===== config.mk =====
export PLATFORM = sky130hd
export DESIGN_NAME = rcb_cmd_register
export DESIGN_NICKNAME = d
export VERILOG_FILES = /design/src/rtl/rcb_pkg.sv /design/src/rtl/rcb_strap_decode.sv /design/src/rtl/rcb_capture.sv /design/src/rtl/rcb_fanout.sv /design/src/rtl/rcb_cmd_register.sv
export SDC_FILE = /design/constraint.sdc
export NUM_CORES = 1
export LEC_CHECK = 0
export BUFFER_PORTS_ARGS = -buffer_cell sky130_fd_sc_hd__buf_2
export CORE_MARGIN = 2
export CORE_UTILIZATION = 50
export CTS_BUF_LIST = sky130_fd_sc_hd__clkbuf_16
export DETAILED_ROUTE_END_ITERATION = 6
export GPL_TIMING_DRIVEN = 0
export PLACE_DENSITY = 0.8
export SLEW_MARGIN = 20
export SYNTH_ARGS = -nofsm -noshare
export SYNTH_HDL_FRONTEND = slang
export SYNTH_HIERARCHICAL = 1
export SYNTH_SLANG_ARGS = --single-unit

===== constraint.sdc =====
create_clock -name clk -period 1.15 [get_ports clk]
set_clock_uncertainty 0.15 [all_clocks]
set_input_delay 0.115 -clock clk [delete_from_list [all_inputs] [get_ports clk]]
set_output_delay 0.115 -clock clk [all_outputs]
set_load 0.005 [all_outputs]

===== src/rtl/rcb_pkg.sv =====
package rcb_pkg;
  typedef enum logic [1:0] {
    MODE_WIDE  = 2'd0,
    MODE_FAN_A = 2'd1,
    MODE_FAN_B = 2'd2
  } rcb_mode_e;
endpackage


===== src/rtl/rcb_strap_decode.sv =====
module rcb_strap_decode
  import rcb_pkg::*;
#(
  parameter int WIDE_W   = 25,
  parameter int NARROW_W = 14,
  parameter int CKE_A    = 0,
  parameter int ODT_A    = 3,
  parameter int CS_POS   = 6,
  parameter int CKE_B    = 13,
  parameter int ODT_B    = 10
) (
  input  logic              strap_c0,
  input  logic              strap_c1,
  output rcb_mode_e         mode,
  output logic [WIDE_W-1:0] active_mask,
  output logic [WIDE_W-1:0] exempt_mask
);
  always_comb begin
    if (!strap_c1)     mode = MODE_WIDE;
    else if (strap_c0) mode = MODE_FAN_B;
    else               mode = MODE_FAN_A;
  end

  // Per-bit masks: which positions are live, and which ignore chip-select.
  for (genvar i = 0; i < WIDE_W; i++) begin : g_mask
    localparam bit IN_NARROW = (i < NARROW_W);
    localparam bit EX_A      = (i == CKE_A) || (i == ODT_A) || (i == CS_POS);
    localparam bit EX_B      = (i == CKE_B) || (i == ODT_B) || (i == CS_POS);
    assign active_mask[i] = (mode == MODE_WIDE) || IN_NARROW;
    assign exempt_mask[i] = (mode == MODE_FAN_B) ? EX_B : EX_A;
  end
endmodule


===== src/rtl/rcb_capture.sv =====
module rcb_capture #(
  parameter int W = 25
) (
  input  logic         clk,
  input  logic         rst,
  input  logic [W-1:0] d,
  input  logic [W-1:0] active_mask,
  input  logic [W-1:0] load_en,
  output logic [W-1:0] state
);
  for (genvar i = 0; i < W; i++) begin : g_bit
    always_ff @(posedge clk) begin
      if (rst)             state[i] <= 1'b0;
      else if (load_en[i]) state[i] <= d[i] & active_mask[i];
    end
  end

  // An inactive position never holds a one once out of reset.
  for (genvar i = 0; i < W; i++) begin : g_chk
    AST_INACTIVE_ZERO: assert property (@(posedge clk) disable iff (rst)
      !$past(active_mask[i]) && !$past(rst) |-> !state[i]);
  end
endmodule


===== src/rtl/rcb_fanout.sv =====
module rcb_fanout
  import rcb_pkg::*;
#(
  parameter int WIDE_W   = 25,
  parameter int NARROW_W = 14
) (
  input  rcb_mode_e           mode,
  input  logic [WIDE_W-1:0]   state,
  input  logic [WIDE_W-1:0]   active_mask,
  output logic [WIDE_W-1:0]   q_main,
  output logic [NARROW_W-1:0] q_copy
);
  localparam int CW = NARROW_W;
  logic copy_on;
  assign copy_on = (mode != MODE_WIDE);

  for (genvar i = 0; i < WIDE_W; i++) begin : g_main
    assign q_main[i] = state[i] & active_mask[i];
  end
  for (genvar i = 0; i < CW; i++) begin : g_copy
    assign q_copy[i] = state[i] & copy_on;
  end
endmodule


===== src/rtl/rcb_cmd_register.sv =====
module rcb_cmd_register
  import rcb_pkg::*;
#(
  parameter int WIDE_W   = 25,
  parameter int NARROW_W = 14,
  parameter int CKE_A    = 0,
  parameter int ODT_A    = 3,
  parameter int CS_POS   = 6,
  parameter int CKE_B    = 13,
  parameter int ODT_B    = 10
) (
  input  logic                clk,
  input  logic                rst,
  input  logic                strap_c0,
  input  logic                strap_c1,
  input  logic                cs_dimm,
  input  logic                cs_rank,
  input  logic [WIDE_W-1:0]   d_in,
  output logic [WIDE_W-1:0]   q_main,
  output logic [NARROW_W-1:0] q_copy
);
  localparam int UPPER_W = WIDE_W - NARROW_W;

  rcb_mode_e         mode;
  logic [WIDE_W-1:0] active_mask;
  logic [WIDE_W-1:0] exempt_mask;
  logic [WIDE_W-1:0] load_en;
  logic [WIDE_W-1:0] state;
  logic              gated;

  rcb_strap_decode #(
    .WIDE_W(WIDE_W), .NARROW_W(NARROW_W), .CKE_A(CKE_A), .ODT_A(ODT_A),
    .CS_POS(CS_POS), .CKE_B(CKE_B), .ODT_B(ODT_B)
  ) i_decode (
    .strap_c0(strap_c0), .strap_c1(strap_c1), .mode(mode),
    .active_mask(active_mask), .exempt_mask(exempt_mask)
  );

  assign gated   = cs_dimm & cs_rank;
  // Inactive bits always load so that they settle to zero.
  assign load_en = exempt_mask | ~active_mask | {WIDE_W{~gated}};

  rcb_capture #(.W(WIDE_W)) i_capture (
    .clk(clk), .rst(rst), .d(d_in), .active_mask(active_mask),
    .load_en(load_en), .state(state)
  );

  rcb_fanout #(.WIDE_W(WIDE_W), .NARROW_W(NARROW_W)) i_fanout (
    .mode(mode), .state(state), .active_mask(active_mask),
    .q_main(q_main), .q_copy(q_copy)
  );

  AST_STRAPS_STATIC: assert property (@(posedge clk) disable iff (rst)
    !$past(rst) |-> $stable({strap_c0, strap_c1}));
  AST_RESET_CLEARS: assert property (@(posedge clk)
    rst |=> (q_main == '0) && (q_copy == '0));
  AST_GATED_HOLD: assert property (@(posedge clk) disable iff (rst)
    (cs_dimm && cs_rank) |=> ((q_main & ~exempt_mask) == ($past(q_main) & ~exempt_mask)));
  AST_CS_BIT_LOADS: assert property (@(posedge clk) disable iff (rst)
    1'b1 |=> q_main[CS_POS] == $past(d_in[CS_POS]));
  AST_UNGATED_LOADS: assert property (@(posedge clk) disable iff (rst)
    (!cs_rank && !strap_c1) |=> q_main == $past(d_in));
  AST_COPY_MATCH: assert property (@(posedge clk) disable iff (rst)
    strap_c1 |-> q_copy == q_main[NARROW_W-1:0]);
  AST_WIDE_COPY_LOW: assert property (@(posedge clk) disable iff (rst)
    !strap_c1 |-> q_copy == '0);
  AST_UPPER_LOW: assert property (@(posedge clk) disable iff (rst)
    strap_c1 |-> q_main[WIDE_W-1:NARROW_W] == {UPPER_W{1'b0}});
endmodule


Yosys cells after proc, flatten, opt, wreduce, memory -nomap -nowiden
Cells that the tools add are included.
{"block": "word_totals", "regBits": 25, "output_inout_bits": 39}
{"block": "classes", "n_eq_ne": 1, "n_mux": 4, "bitwise_logic": 41, "reduce_logical": 2}
{"cell": "1-bit AND", "count": 37}
{"cell": "25-bit NOT", "count": 1}
{"cell": "14-bit by 25-bit OR with 25-bit output", "count": 1}
{"cell": "25-bit OR", "count": 1}
{"cell": "2-bit 2-to-1 mux", "count": 2}
{"cell": "2-bit equality test, second input constant", "count": 1}
{"cell": "2-bit logical NOT", "count": 1}
{"cell": "1-bit 2-to-1 mux", "count": 2}
{"cell": "2-bit nonzero test", "count": 1}
{"cell": "1-bit NOT", "count": 1}

Logic depth before layout (Yosys ltp)
{"block": "logic_depth", "ltp_word": 6, "ltp_mapped": 5, "depth_no_buf": 4}

Cells and area by module
The synthesis kept the hierarchy.
{"module": "rcb_capture", "instances": 1, "cells_each": 103, "area_per_inst_um2": 1048.5, "seq_area_each_um2": 500.5}
{"module": "rcb_strap_decode", "instances": 1, "cells_each": 54, "area_per_inst_um2": 387.9, "seq_area_each_um2": 0.0}
{"module": "rcb_fanout", "instances": 1, "cells_each": 41, "area_per_inst_um2": 284.0, "seq_area_each_um2": 0.0}
{"module": "rcb_cmd_register", "instances": 1, "cells_each": 31, "area_per_inst_um2": 279.0, "seq_area_each_um2": 0.0}

Least setup slack after synthesis
Ideal clock, no wire load.
{"block": "synth_path", "kind": "input port to flip-flop", "from": "in strap_c1", "to": "reg i_capture.state[18]", "arrival_ns": 0.852, "required_time_ns": 0.933, "slack_ns": 0.080, "cell_stages": 5, "cell_sequence": "inv_1 -> buf_4 -> nand4b_1 -> nand2b_1 -> a21oi_4"}
{"block": "synth_via", "elab_chain_len": 5}
{"element": "start: declaration", "line_no": "rcb_cmd_register.sv:15", "source": "input logic strap_c1,"}
{"element": "2-bit 2-to-1 mux", "line_no": "rcb_strap_decode.sv:19", "source": "if (!strap_c1) mode = MODE_WIDE;"}
{"element": "2-bit logical NOT"}
{"element": "named net active_mask[18]", "line_no": "rcb_cmd_register.sv:25", "source": "logic [WIDE_W-1:0] active_mask;"}
{"element": "25-bit NOT", "line_no": "rcb_cmd_register.sv:41", "source": "assign load_en = exempt_mask | ~active_mask | {WIDE_W{~gated}};"}
{"element": "14-bit by 25-bit OR with 25-bit output", "line_no": "rcb_cmd_register.sv:41"}
{"element": "25-bit OR", "line_no": "rcb_cmd_register.sv:41"}
{"element": "named net load_en[18]", "line_no": "rcb_cmd_register.sv:27", "source": "logic [WIDE_W-1:0] load_en;"}
{"element": "end signal: indexed assignment", "line_no": "rcb_capture.sv:14", "source": "else if (load_en[i]) state[i] <= d[i] & active_mask[i];"}
{"element": "end: declaration", "line_no": "rcb_capture.sv:9", "source": "output logic [W-1:0] state"}
The timed path passes the listed nets, and every way through them passes these cells.
A chain may end at the register's enable or synchronous reset.

Worst setup path in the final report
{"block": "layout_path", "from": "in strap_c1", "to": "out q_copy[0]"}
{"block": "layout_via", "elab_chain_len": 3}
{"element": "2-bit 2-to-1 mux", "line_no": "rcb_strap_decode.sv:19"}
{"element": "2-bit nonzero test", "line_no": "rcb_fanout.sv:15", "source": "assign copy_on = (mode != MODE_WIDE);"}
{"element": "1-bit AND", "line_no": "rcb_fanout.sv:21", "source": "assign q_copy[i] = state[i] & copy_on;"}
{"element": "end: declaration", "line_no": "rcb_cmd_register.sv:20", "source": "output logic [NARROW_W-1:0] q_copy"}
No other way between the ends.

==> results.toml <==
[drt]
drc = 0
vias_per_cell = 4.49
antenna_left = 0
first_pass_iters = 4
drt_wl_total_mm = 4.46
post_drt_wl_per_cell_um = 11.0
via_count = 1820
drt_iter0_drc = 28

[timing]
final_max_slew_viol_count = 0
clock.fmax_mhz = 888
fin_crit_sh = 0.979
setup_slack_ns = 0.0243
period_needed_ns = 1.13
timing.hold.ws_ns = 0.0126
hold_viol = 0
rsz0062_at_grt = "true"
setup_violations = 0

[die]
coreArea_mm2 = 0.00374
die_area_mm2 = 0.00452
die_w_um = 67.2
num_rows = 22
floorplan.initialDensity = 0.534
fp.dieH_um = 67.2
pin_count = 70

[grt]
grt_util_all_layers = 0.197
grt_pass1_wl_mm = 6.87
grt_max_degree = 16
antenna_found_initial = 0
first_global_vias = 1587
grt_overflow = 0

[yosys]
syn-cell-area_mm2 = 0.00200
ys.warnings.count = 6
syn_area_per_cell_um2 = 8.73
ys_seq_elements = 25
synth_seq_area_share = 0.250
synth_cells = 229
ys_types = 16

[setup_path]
regToRegSetupSlack_ns = 0.36
critical_path_class = "input pin to output pin"
worstPathMaxFanout = 5
r2r_start = "i_capture/state[11]"
cp-end-kind = "output pin"
regToRegEndpoint = "i_capture/state[11]"
crit_required_ns = 0.88
cp-start-kind = "input pin"
rr_worst_depth = 2
worstPathArrival_ns = 0.86
cp-endpoint = "q_copy[0]"
cp-startpoint = "strap_c1"

[layout]
largestRegisters = "i_capture/state (25)"
stdcell_area_mm2 = 0.00291
area_growth_pct = 45.6
top_register = "i_capture/state"
final_cell_mix = "65 x buf_2, 49 x buf_4, 35 x conb_1"
num_antenna_cells = 0
largest_reg_flops = 25
fillCellCount = 280
final_nets = 389
drive_above_1_share = 0.471
layout_commonest_cell = "buf_2"

[placed_design]
hpwl_mm = 3.05
placed_area_mm2 = 0.00251
io_buffers = 66
gp_congestion = 0.804
dp_slack_ns = -0.207

[clock_tree]
clock_tree.root_cell = "clkbuf_16"
path_clk_slew_ns = 0.07
cts_buffers = 3
cts_tree = "done"
cts_max_level = 1
insertion_delay_ns = 0.26
clkSinkCount = 25
cts_buffer_depth = 2

[pwr]
powerDensity_mw_per_mm2 = 802
p_leak_nw = 1.36
vdd_drop_max_mv = 0.543

[hold_path]
holdCritPathClass = "input pin to flop"
hp-start = "d_in[9]"

[job]
timing.max_cap.violations = 0

[run_status]
status = "finished, final reports clean"
==> layout make-up <==
cell class	count	area (um2)	share of cell area
multi-input combinational	177	1140	0.393
timing repair inverter	1	7.51	0.00258
inverter	1	7.51	0.00258
buffer	58	490	0.168
sequential	25	513	0.176
clock inverter	1	7.51	0.00258
timing repair buffer	91	606	0.208
tap	48	60.1	0.0206
clock buffer	3	75.1	0.0258
==> critical path: stages <==
cell    delay, ns
buf_6        0.12
and2_4       0.19
buf_8        0.13
o21a_1       0.19
buf_2        0.12
==> through the flow <==
stage	instances	util	total power, mW	TNS (ns)
2_1_floorplan	262	-	1.31	0
3_3_place_gp	376	0.671	1.43	-3.52
3_5_place_dp	376	0.671	1.44	-3.70
4_1_cts	404	0.767	2.32	-0.0525
5_1_grt	405	0.778	2.44	-0.0579
6_report	405	0.778	2.33	0
==> power by group <==
group          switching, mW  total (mW)  internal [mW]
Combinational          0.235       0.595          0.360
Clock                  0.337       0.810          0.473
Sequential            0.0228       0.929          0.907
Total                  0.594        2.33           1.74
==> how the worst min path moves through the flow <==
stage / endpoint / slack, ns / cells past startpoint
floorplan: i_capture/state[20] / 0.13 / 2
CTS: i_capture/state[11] / 0.01 / 3
global route: i_capture/state[9] / 0.03 / 3
global placement: i_capture/state[22] / 0.19 / 2
detailed placement: i_capture/state[23] / 0.19 / 2
finish: i_capture/state[9] / 0.01 / 3
==> Yosys cell counts <==
library cell / count / share of area
a21oi_1: 5 / 0.013
a21oi_2: 18 / 0.079
a21oi_4: 2 / 0.016
and2_1: 26 / 0.081
buf_12: 2 / 0.020
buf_4: 50 / 0.19
buf_6: 7 / 0.039
conb_1: 2 / 0.0038
dfxtp_1: 25 / 0.25
inv_1: 1 / 0.0019
nand2_1: 1 / 0.0019
nand2b_1: 25 / 0.078
nand3_1: 25 / 0.063
nand4b_1: 25 / 0.11
nor2b_1: 1 / 0.0031
o21a_1: 14 / 0.053
==> kinds of logic (layout without fill, tap and decap cells) <==
kind of cell / Yosys count / in the layout / synth area share
and+or+nand+nor: 103 / 103 / 0.337
AOI/OAI and AO/OA: 39 / 39 / 0.160
other: 2 / 35 / 0.00376
DFF: 25 / 25 / 0.250
buffers and inverters: 60 / 155 / 0.249
==> metal layers <==
metal  up-vias  share of wire  track usage
met3         5          0.052       0.0300
met1       800           0.43        0.209
met5         -              0            0
li1        967              -            -
met2        48           0.51        0.392
met4         0          0.014       0.0612
==> what timing repair did <==
action / 4_1_cts / 5_1_grt
hold endpoints to repair: 22 / 0
pin swaps: 2 / 1
hold buffers: 23 / 0
resized for setup: 7 / 17
endpoints found under the setup margin: 20 / 30
cloned: 1 / 1
buffers inserted: 1 / 0
Note: power is estimated with default switching activity, not from simulation.
